[src/rtl/irq_pkg.sv]
package irq_pkg;
  localparam int unsigned CLR_OFS  = 'h00;
  localparam int unsigned EN_OFS   = 'h10;
  localparam int unsigned STAT_OFS = 'h18;
  localparam int unsigned REG_STEP = 4;
endpackage

[src/rtl/irq_bank.sv]
module irq_bank #(
  parameter int unsigned W = 32
) (
  input  logic         clk_i,
  input  logic         rst_ni,
  input  logic [W-1:0] line_i,
  input  logic         clr_we_i,
  input  logic         en_we_i,
  input  logic [W-1:0] wdata_i,
  output logic [W-1:0] flag_o,
  output logic [W-1:0] en_o,
  output logic [W-1:0] status_o
);
  logic [W-1:0] flag_q, en_q, clr_mask;
  logic         past_vld_q;

  assign clr_mask = clr_we_i ? wdata_i : '0;

  // set dominates clear
  always_ff @(posedge clk_i or negedge rst_ni) begin
    if (!rst_ni) begin
      flag_q     <= '0;
      en_q       <= '0;
      past_vld_q <= 1'b0;
    end else begin
      flag_q     <= (flag_q & ~clr_mask) | line_i;
      past_vld_q <= 1'b1;
      if (en_we_i) en_q <= wdata_i;
    end
  end

  assign flag_o   = flag_q;
  assign en_o     = en_q;
  assign status_o = flag_q & en_q;

  p_line_sets_flag_r8: assert property (@(posedge clk_i) disable iff (!rst_ni)
    past_vld_q |-> ((flag_q & $past(line_i)) == $past(line_i)));

  p_set_only_by_line_r8: assert property (@(posedge clk_i) disable iff (!rst_ni)
    past_vld_q |-> ((flag_q & ~$past(flag_q) & ~$past(line_i)) == '0));

  p_hold_without_clear_r2: assert property (@(posedge clk_i) disable iff (!rst_ni)
    (past_vld_q && !$past(clr_we_i)) |-> ((~flag_q & $past(flag_q)) == '0));
endmodule

[src/rtl/irq_prio_enc.sv]
module irq_prio_enc #(
  parameter int unsigned N     = 64,
  localparam int unsigned IDX_W = $clog2(N)
) (
  input  logic [N-1:0]     req_i,
  output logic [IDX_W-1:0] idx_o,
  output logic             vld_o
);
  // downward scan leaves the lowest set bit
  always_comb begin
    idx_o = '0;
    vld_o = 1'b0;
    for (int i = N - 1; i >= 0; i--) begin
      if (req_i[i]) begin
        idx_o = IDX_W'(i);
        vld_o = 1'b1;
      end
    end
  end
endmodule

[src/rtl/irq_bank_ctrl.sv]
module irq_bank_ctrl #(
  parameter int unsigned N_SRC  = 64,
  parameter int unsigned BANK_W = 32,
  parameter int unsigned ADDR_W = 8,
  localparam int unsigned N_BANKS = N_SRC / BANK_W,
  localparam int unsigned IDX_W   = $clog2(N_SRC)
) (
  input  logic              clk_i,
  input  logic              rst_ni,
  input  logic [N_SRC-1:0]  irq_lines_i,
  input  logic [ADDR_W-1:0] addr_i,
  input  logic              wr_en_i,
  input  logic [BANK_W-1:0] wr_data_i,
  input  logic              rd_en_i,
  output logic [BANK_W-1:0] rd_data_o,
  output logic              irq_o,
  output logic [IDX_W-1:0]  pend_idx_o,
  output logic              pend_vld_o
);
  import irq_pkg::*;

  logic [BANK_W-1:0] flag_w   [N_BANKS];
  logic [BANK_W-1:0] en_w     [N_BANKS];
  logic [BANK_W-1:0] status_w [N_BANKS];
  logic [N_SRC-1:0]  status_all;
  logic              irq_q, past_vld_q;

  for (genvar b = 0; b < N_BANKS; b++) begin : g_bank
    logic clr_we, en_we;
    assign clr_we = wr_en_i && (addr_i == ADDR_W'(CLR_OFS + REG_STEP * b));
    assign en_we  = wr_en_i && (addr_i == ADDR_W'(EN_OFS + REG_STEP * b));

    irq_bank #(.W(BANK_W)) u_bank (
      .clk_i    (clk_i),
      .rst_ni   (rst_ni),
      .line_i   (irq_lines_i[b*BANK_W +: BANK_W]),
      .clr_we_i (clr_we),
      .en_we_i  (en_we),
      .wdata_i  (wr_data_i),
      .flag_o   (flag_w[b]),
      .en_o     (en_w[b]),
      .status_o (status_w[b])
    );
    assign status_all[b*BANK_W +: BANK_W] = status_w[b];
  end

  always_comb begin
    rd_data_o = '0;
    if (rd_en_i) begin
      for (int b = 0; b < N_BANKS; b++) begin
        if (addr_i == ADDR_W'(CLR_OFS + REG_STEP * b))  rd_data_o = flag_w[b];
        if (addr_i == ADDR_W'(EN_OFS + REG_STEP * b))   rd_data_o = en_w[b];
        if (addr_i == ADDR_W'(STAT_OFS + REG_STEP * b)) rd_data_o = status_w[b];
      end
    end
  end

  irq_prio_enc #(.N(N_SRC)) u_enc (
    .req_i (status_all),
    .idx_o (pend_idx_o),
    .vld_o (pend_vld_o)
  );

  always_ff @(posedge clk_i or negedge rst_ni) begin
    if (!rst_ni) begin
      irq_q      <= 1'b0;
      past_vld_q <= 1'b0;
    end else begin
      irq_q      <= |status_all;
      past_vld_q <= 1'b1;
    end
  end
  assign irq_o = irq_q;

  p_irq_delay_r5: assert property (@(posedge clk_i) disable iff (!rst_ni)
    past_vld_q |-> (irq_o == $past(pend_vld_o)));

  p_vld_any_r6: assert property (@(posedge clk_i) disable iff (!rst_ni)
    pend_vld_o == (status_all != '0));

  p_idx_lowest_r6: assert property (@(posedge clk_i) disable iff (!rst_ni)
    pend_vld_o |-> (status_all[pend_idx_o] &&
                    ((status_all & ((N_SRC'(1) << pend_idx_o) - N_SRC'(1))) == '0)));

  p_idle_idx_r6: assert property (@(posedge clk_i) disable iff (!rst_ni)
    !pend_vld_o |-> (pend_idx_o == '0));

  p_rd_quiet_r9: assert property (@(posedge clk_i) disable iff (!rst_ni)
    !rd_en_i |-> (rd_data_o == '0));
endmodule

[config.mk]
export PLATFORM = sky130hd
export DESIGN_NAME = irq_bank_ctrl
export DESIGN_NICKNAME = d
export VERILOG_FILES = /design/src/rtl/irq_pkg.sv /design/src/rtl/irq_bank.sv /design/src/rtl/irq_prio_enc.sv /design/src/rtl/irq_bank_ctrl.sv
export SDC_FILE = /design/constraint.sdc
export NUM_CORES = 1
export LEC_CHECK = 0
export BUFFER_PORTS_ARGS = -buffer_cell sky130_fd_sc_hd__clkbuf_2
export CAP_MARGIN = 20
export CORE_MARGIN = 2
export CORE_UTILIZATION = 50
export DETAILED_ROUTE_END_ITERATION = 10
export GPL_ROUTABILITY_DRIVEN = 0
export PLACE_DENSITY = 0.71
export SLEW_MARGIN = 10
export SYNTH_ARGS = -nofsm -noshare
export SYNTH_HDL_FRONTEND = slang
export SYNTH_HIERARCHICAL = 1
export SYNTH_SLANG_ARGS = --single-unit
[constraint.sdc]
create_clock -name clk_i -period 6.8 [get_ports clk_i]
set_clock_uncertainty 0.15 [all_clocks]
set_input_delay 1.36 -clock clk_i [delete_from_list [all_inputs] [get_ports clk_i]]
set_output_delay 1.36 -clock clk_i [all_outputs]
set_load 0.03 [all_outputs]
==> results.ini, run 1 <==
[layout]
drive_gt1_share_pct = 38.04
area_delta_synth_final_pct = 15.64
diodes = 0
final_cells = 1241
nets = 1108

[critical_path]
crit_fanout = 62
cp_data_required_time_ns = 5.29
r2r_start = g_bank[1].u_bank/flag_o[13]
r2r_end = irq_o
start_kind = primary input
endpoint = rd_data_o[22]
arrival_ns = 3.78
ff2ff_setup_slack_ns = 4.72
crit_path_start = addr_i[3]
rr_worst_depth = 4
endpoint_kind = primary output
path_class = primary input to primary output

[timing]
setup_ws_ns = 1.509
period_needed_ns = 5.291
drv_slew = 0
setup_viol = 0
relSlewSlack_pct = 23.18
fmax_mhz = 189.0
rsz0062_at_grt = no
worstMarginPinSlew_ns = 1.152
finalHoldViolCount = 0
period_share_pct = 77.80
tns_ns = 0

[power_and_ir_drop]
power.leakage_nw = 4.085
sw_frac_of_total_pct = 28.06
p_comb_share_pct = 19.9
pwr-share-seq_pct = 36.0
power_frac_clock_pct = 44.0
internal_power_w = 0.001602
power-per-cell-area_nw_per_um2 = 213.8
p_sw_w = 0.0006248
ir_drop_mv = 0.1926

[logic_synthesis]
syn_inst = 877
synth_nets = 985
yosys_warnings = 6
ys_ff_latch = 129
syn_area_um2 = 9006
async_flop_share_pct = 100.0
synth_edf_count = 0
synth.distinct_cells = 59
synth_seq_area_share_pct = 35.84
synth_flop_cell = dfrtp_1
syn-mean-instance-area_um2 = 10.27

[floorplan]
ios = 148
design.die.area_um2 = 19100
rows = 49
die_y_um = 138.2
fp.dieW_um = 138.2
initial_utilization_pct = 50.48
core_area_um2 = 17840

[global_routing]
antenna_found_initial = 1
grt_util_all_layers_pct = 26.37
grt_max_degree = 72
first_global_vias = 7306
grt_pass1_wl_um = 40450
gr-total-overflow = 0

[clock_tree]
clock_path_buffers = 2
cts_buffers = 17
ctsResizeCount = 0
post_cts_buffers = 0
cts_tree = done
htree_num_levels = 4
postCtsHoldBufs = 0
numClockSinks = 129
clockRootBuffer = clkbuf_16
clk_latency_ns = 0.42
cts.clk_slew.worst_paths_ns = 0.06

[routing]
drc = 0
dr_total_vias = 7450
drt_iter0_markers = 531
antenna_left = 0
wirelength_um = 25040
avgRoutedWirePerCell_um = 20.18
vias_per_cell = 6.003
firstDrtPassIters = 5

[run]
cap_viol_max_count = 0

[run_status]
status = complete, no violations

[placed_design]
post-place-cells = 1209
place_ws_ns = 1.518
dp_hpwl_um = 17540
port_buffers = 147

[hold_path]
hold_path.class = flop to flop
min_path_cells = 1

-- cell families (layout without fill, tap and decap cells) --
family,Yosys count,after routing,synth area share [%]
simple gates,340,340,23.10
compound gates,238,238,21.65
flops,129,129,35.84
mux,97,97,14.20
buf+inv,73,208,5.210
-- critical path, cell delays in order --
cell	delay, ns
buf_4	0.51
or4b_2	0.62
buf_4	0.46
nor3_2	0.09
a2111oi_2	0.42
clkbuf_2	0.27
-- worst min path at each step --
stage | from | to | slack (ns)
6_report | g_bank[0].u_bank/flag_o[6] | g_bank[0].u_bank/flag_o[6] | 0.35
5_1_grt | g_bank[1].u_bank/flag_o[1] | g_bank[1].u_bank/flag_o[1] | 0.37
4_1_cts | g_bank[0].u_bank/flag_o[6] | g_bank[0].u_bank/flag_o[6] | 0.35
3_5_place_dp | g_bank[0].u_bank/flag_o[6] | g_bank[0].u_bank/flag_o[6] | 0.34
3_3_place_gp | g_bank[0].u_bank/flag_o[0] | g_bank[0].u_bank/flag_o[0] | 0.34
2_1_floorplan | g_bank[1].u_bank/flag_o[31] | g_bank[1].u_bank/flag_o[31] | 0.31
-- sequential cells by signal, summed over array words and instances (netlist names) --
register / flops
g_bank.u_bank/en_o: 64
g_bank.u_bank/flag_o: 64
irq_o: 1
-- metrics by stage --
| step | hold WS, ns | total power, W | cell area, um^2 | utilization [%] |
|---|---|---|---|---|
| final | 0.3536 | 0.002227 | 10420 | 58.38 |
| after global routing | 0.3744 | 0.002317 | 10420 | 58.38 |
| after CTS | 0.3518 | 0.002236 | 10410 | 58.34 |
| after detailed placement | 0.3376 | 0.001251 | 9779 | 54.81 |
| after global placement | 0.3352 | 0.001247 | 9779 | 54.81 |
| after floorplan | 0.3057 | 0.001106 | 9006 | - |
-- metal layers --
| metal | vias to the layer above | track usage, % | wire [um] |
|---|---|---|---|
| li1 | 3503 | - | - |
| met1 | 3672 | 37.56 | 11450 |
| met2 | 247 | 41.04 | 11700 |
| met3 | 28 | 5.369 | 1455 |
| met4 | 0 | 7.411 | 431 |
| met5 | - | 0 | 0 |
-- power by group through the flow --
| stage | clock (W) | sequential [W] | combinational, W |
|---|---|---|---|
| after detailed placement | 0 | 0.000815 | 0.000436 |
| after floorplan | 0 | 0.000812 | 0.000293 |
| final | 0.000981 | 0.000802 | 0.000444 |
| after global routing | 0.00103 | 0.000804 | 0.000481 |
| after CTS | 0.000995 | 0.000802 | 0.000439 |
| after global placement | 0 | 0.000815 | 0.000432 |
-- synth_stat cells, types with 5 or more instances --
cell         n  area (um^2)
or3b_2      28        245.2
nor2_1      31        116.4
mux2_2       5        56.30
o21ba_2     29        290.3
a21oi_1     44        220.2
dfrtp_1    129         3228
nand2b_1    34        212.7
buf_2       17        85.08
nand2_1     72        270.3
buf_12       6        120.1
mux2_4      60        900.9
a2111oi_2   27        405.4
o21ai_0      9        45.04
nand4_1      6        37.54
nor4_1      32        200.2
nor3_1      15        75.07
clkbuf_1    22        82.58
buf_6        8        90.09
nor3_2      30        300.3
o211ai_1    34        255.2
a21o_1      64        480.5
inv_1       13        48.80
mux2i_1     31        310.3
and2_1      64        400.4
-- layout by cell type (no fill, tap or decap), types with 4 or more instances in the layout --
| master | synthesis | final |
|---|---|---|
| bufinv_16 | 0 | 4 |
| a21oi_1 | 44 | 44 |
| o21ai_0 | 9 | 9 |
| and2_1 | 64 | 64 |
| inv_1 | 13 | 13 |
| clkbuf_2 | 1 | 145 |
| nor4_1 | 32 | 31 |
| clkbuf_16 | 0 | 17 |
| buf_4 | 4 | 18 |
| a2111oi_2 | 27 | 27 |
| nand2_1 | 72 | 72 |
| nor3_1 | 15 | 13 |
| o211ai_1 | 34 | 34 |
| nor2_1 | 31 | 30 |
| o21ai_1 | 4 | 4 |
| nor2b_1 | 4 | 4 |
| mux2_4 | 60 | 60 |
| or3b_2 | 28 | 28 |
| nand4_1 | 6 | 6 |
| nand2b_1 | 34 | 34 |
| nand3_1 | 4 | 4 |
| nor3_2 | 30 | 31 |
| o21ba_2 | 29 | 29 |
| a21o_1 | 64 | 64 |
| mux2_2 | 5 | 5 |
| dfrtp_1 | 129 | 129 |
| mux2i_1 | 31 | 31 |
-- area by class of cell --
type | instances | area (um^2)
Multi-Input combinational cell | 675 | 5355
Clock inverter | 10 | 157.7
Timing Repair Buffer | 164 | 868.3
Inverter | 13 | 48.80
Clock buffer | 21 | 470.5
Sequential cell | 129 | 3228
Fill cell | 1508 | 7426
Tap cell | 229 | 286.5
Note: power is estimated with default switching activity, not from simulation.
==> run 2, diff against run 1 <==
Clock period 6.8 ns to 5.32 ns, I/O delays scaled along.
==> run 2 against run 1 <==
Register-to-register slack worse by 1.5 ns; combinational power increased by 27%; via count up 0.19%; clock power is 25% higher; worst hold slack worse by 0.0055 ns; sequential share of layout area shrank 0.078 points; sequential cell count is the same.
==> results.ini, run 2 (synthesis gave the netlist of run 1 again) <==
[placed_design]
place_ws_ns = 0.9641
dp_hpwl_um = 17840
post-place-cells = 1214
port_buffers = 147

[layout]
multiInputGateArea_um2 = 5355
register_area_um2 = 3228
layout_common_cells = clkbuf_2 (145), dfrtp_1 (129), nand2_1 (72)
fill_cells = 1542
final_cells = 1247
final_core_util_pct = 58.52
final_common_cell = clkbuf_2
drive_gt1_share_pct = 38.35
nets = 1112
area_delta_synth_final_pct = 15.94

[critical_path]
arrival_ns = 3.14
cp_data_required_time_ns = 4.11
endpoint_kind = primary output
path_class = primary input to primary output
start_kind = primary input
crit_fanout = 19

[timing]
setup_ws_ns = 0.9661
tns_ns = 0
drv_slew = 0
finalHoldViolCount = 0
rsz0062_at_grt = no
fmax_mhz = 229.7
setup_viol = 0
worstMarginPinSlew_ns = 1.056
period_share_pct = 81.84
period_needed_ns = 4.354
relSlewSlack_pct = 29.61
timing.hold.ws_ns = 0.3481

[routing]
routed-wl-met3_um = 1453
antenna_left = 0
top_layer = met4
wl_met1_um = 11320
wirelength_um = 24680
drc = 0
dr_total_vias = 7464
avgRoutedWirePerCell_um = 19.79
vias_per_cell = 5.986
firstDrtPassIters = 5
drt_iter0_markers = 464
wl_met2_um = 11520

[clock_tree]
clock_path_buffers = 2
clk_latency_ns = 0.42
cts.clk_slew.worst_paths_ns = 0.06
cts_buffers = 17
cts_tree = done
ctsResizeCount = 0
htree_num_levels = 4
numClockSinks = 129
postCtsHoldBufs = 0
post_cts_buffers = 0
clockRootBuffer = clkbuf_16

[global_routing]
grt_pass1_wl_um = 39790
antenna_found_initial = 1
grt_util_all_layers_pct = 25.85
grt_max_degree = 69
gr-total-overflow = 0
first_global_vias = 7290

[floorplan]
fp.dieW_um = 138.2
core_area_um2 = 17840
initial_utilization_pct = 50.48
ios = 148
rows = 49
design.die.area_um2 = 19100
die_y_um = 138.2

[power_and_ir_drop]
ir_drop_mv = 0.2301
power-per-cell-area_nw_per_um2 = 270.4
power.leakage_nw = 4.108

[run_status]
status = complete, no violations

[run]
cap_viol_max_count = 0

[hold_path]
hold_path.class = flop to flop

run 2: changes by cell type in the layout (fill, tap and decap cells not counted):
cell	before	now
inv_6	0	2
clkbuf_4	1	0
diode_2	0	1
bufinv_16	4	3
buf_4	18	23
clkinvlp_4	3	1
clkinv_2	3	2
clkinv_4	0	3
run 2: layout make-up:
class                           instances  share of cell area (%)
Multi-Input combinational cell        675                   51.29
Sequential cell                       129                   30.92
Timing Repair Buffer                  168                   8.604
Clock buffer                           21                   4.506
Tap cell                              229                   2.744
Clock inverter                         11                   1.450
Inverter                               13                  0.4673
Antenna cell                            1                 0.02397
run 2: layer usage:
layer	track usage [%]	vias up
met5	0	-
met4	6.874	0
met3	5.057	32
met2	40.44	256
met1	36.95	3667
li1	-	3509
run 2: worst paths after layout:
check / depth (start not counted) / end / slack [ns] / startpoint
max: 6 / rd_data_o[22] / 0.97 / addr_i[0]
min: 1 / g_bank[0].u_bank/flag_o[27] / 0.35 / g_bank[0].u_bank/flag_o[27]
max reg2reg: 4 / irq_o / 3.24 / g_bank[0].u_bank/flag_o[20]
min reg2reg: 1 / g_bank[0].u_bank/flag_o[27] / 0.35 / g_bank[0].u_bank/flag_o[27]
max in group asynchronous: 2 / g_bank[0].u_bank/en_o[14] / 3.41 / rst_ni
min in group asynchronous: 1 / g_bank[1].u_bank/flag_o[0] / 0.61 / rst_ni
run 2: power breakdown:
| part | total (W) | switching [W] | internal [W] | leakage [nW] |
|---|---|---|---|---|
| Sequential | 0.00103 | 0.0000187 | 0.00101 | 1.45 |
| Combinational | 0.000564 | 0.000338 | 0.000226 | 2.35 |
| Clock | 0.00123 | 0.000456 | 0.000778 | 0.304 |
| Total | 0.00282 | 0.000812 | 0.00201 | 4.11 |
run 2: critical path, cell delays in order:
cell       delay, ns
clkbuf_2        0.12
nor3b_4         0.77
buf_4           0.38
o211ai_1        0.15
a2111oi_2       0.36
clkbuf_2        0.29
run 2: stage by stage:
stage / total power [W] / cell area (um^2)
floorplan: 0.001413 / 9006
global placement: 0.001594 / 9817
detailed placement: 0.001598 / 9817
CTS: 0.002835 / 10440
global route: 0.002927 / 10440
finish: 0.002823 / 10440
==> run 3, diff against run 2 <==
Clock period 5.32 ns to 4.4 ns, I/O delays scaled along.
==> run 3 against run 2 <==
Sequential share of layout area shrank 0.14 points; non-clock buffer count grew 1; worst hold slack hardly changed; sequential power rose by 20%; register-to-register slack got worse by 0.92 ns; clock-buffer cell count fell by 3; routed wire length is 2.2% higher; combinational power is 22% higher; sequential cell count unchanged; cell area rose by 0.47%; via count stayed put.
==> results.ini, run 3 (synthesis gave the netlist of run 1 again) <==
[power_and_ir_drop]
p_sw_w = 0.0009988
internal_power_w = 0.002454
power_frac_clock_pct = 44.1
ir_drop_mv = 0.2830
power.leakage_nw = 4.138
p_comb_share_pct = 20.0
sw_frac_of_total_pct = 28.92
power_w = 0.003453
power-per-cell-area_nw_per_um2 = 329.2
pwr-share-seq_pct = 35.9

[hold_path]
hold_start = g_bank[0].u_bank/flag_o[22]
hold_path.class = flop to flop

[global_routing]
first_global_vias = 7342
grt_max_degree = 70
grt_pass1_wl_um = 40250
gr-total-overflow = 0
grt_util_all_layers_pct = 26.25
antenna_found_initial = 0

[critical_path]
path_class = primary input to primary output
r2r_start = g_bank[1].u_bank/flag_o[13]
endpoint_kind = primary output
crit_fanout = 17
crit_path_start = addr_i[0]
cp_data_required_time_ns = 3.37
start_kind = primary input
arrival_ns = 2.74

[clock_tree]
clock_path_buffers = 2
numClockSinks = 129
htree_num_levels = 4
clockRootBuffer = clkbuf_16
post_cts_buffers = 0
postCtsHoldBufs = 0
clk_latency_ns = 0.43
ctsResizeCount = 0
cts.clk_slew.worst_paths_ns = 0.06
cts_buffers = 17
cts_tree = done

[timing]
tns_ns = 0
setup_ws_ns = 0.6276
drv_slew = 0
finalHoldViolCount = 0
worstMarginPinSlew_ns = 0.9166
period_share_pct = 85.74
timing.hold.ws_ns = 0.3479
relSlewSlack_pct = 38.90
setup_viol = 0
rsz0062_at_grt = no
fmax_mhz = 265.1
period_needed_ns = 3.772

[layout]
final_common_cell = clkbuf_2
area_delta_synth_final_pct = 16.48
layout_common_cells = clkbuf_2 (145), dfrtp_1 (129), nand2_1 (72)
diodes = 0
nets = 1113
multiInputGateArea_um2 = 5355
drive_gt1_share_pct = 38.51
register_area_um2 = 3228
fill_cells = 1555

[floorplan]
fp.dieW_um = 138.2
initial_utilization_pct = 50.48
design.die.area_um2 = 19100
ios = 148
core_area_um2 = 17840
rows = 49
die_y_um = 138.2

[placed_design]
port_buffers = 147
dp_hpwl_um = 17750
place_ws_ns = 0.6315

[routing]
wirelength_um = 25230
firstDrtPassIters = 5
antenna_left = 0
drc = 0
dr_total_vias = 7464
drt_iter0_markers = 513
avgRoutedWirePerCell_um = 20.23
vias_per_cell = 5.986

[run]
cap_viol_max_count = 0

[run_status]
status = complete, no violations

-- run 3: changes by cell type in the layout (fill, tap and decap cells not counted), moves of 2 or more --
cell and delta:
buf_4 -2, buf_12 +3, inv_6 -2, clkinv_4 +2, clkinv_2 +3, clkbuf_8 -2
-- run 3: power groups by stage --
stage / Combinational (W) / Sequential [W] / Clock, W
after floorplan: 0.000453 / 0.00126 / 0
after global placement: 0.000675 / 0.00126 / 0
after detailed placement: 0.000680 / 0.00126 / 0
after CTS: 0.000685 / 0.00124 / 0.00154
after global routing: 0.000743 / 0.00124 / 0.00159
final: 0.000690 / 0.00124 / 0.00152
-- run 3: through the flow --
step / instances / util [%] / instance area (um^2)
floorplan: 877 / - / 9006
global placement: 1215 / 55.28 / 9862
finish: 1247 / 58.80 / 10490
detailed placement: 1215 / 55.28 / 9862
CTS: 1247 / 58.80 / 10490
global route: 1247 / 58.80 / 10490
-- run 3: metal layers --
| metal | GRT usage (%) | part of all wire [%] | up-vias |
|---|---|---|---|
| met5 | 0 | 0 | - |
| met4 | 6.982 | 1.3 | 0 |
| met3 | 4.780 | 6.2 | 26 |
| met2 | 41.40 | 46 | 273 |
| met1 | 37.43 | 46 | 3646 |
| li1 | - | - | 3519 |
-- run 3: area by class of cell --
class                   instances  area share (%)
clock buffers                  18           4.187
inverters                      13          0.4652
well taps                     229           2.731
multi-input cells             675           51.05
clock inverters                14           1.801
flip-flops and latches        129           30.77
repair buffers                169           8.993
-- run 3: path summary, 6_finish.rpt --
check | end | slack, ns | cells after the start
min in group asynchronous | g_bank[1].u_bank/flag_o[28] | 0.43 | 1
min reg2reg | g_bank[0].u_bank/flag_o[22] | 0.35 | 1
max reg2reg | irq_o | 2.32 | 4
min | g_bank[0].u_bank/flag_o[22] | 0.35 | 1
max | rd_data_o[28] | 0.63 | 6
max in group asynchronous | g_bank[1].u_bank/en_o[7] | 2.81 | 2
-- run 3: critical path: stages --
cell,delay (ns)
clkbuf_2,0.14
or4_2,1.00
buf_12,0.29
nor3_2,0.14
a2111oi_2,0.08
clkbuf_2,0.20
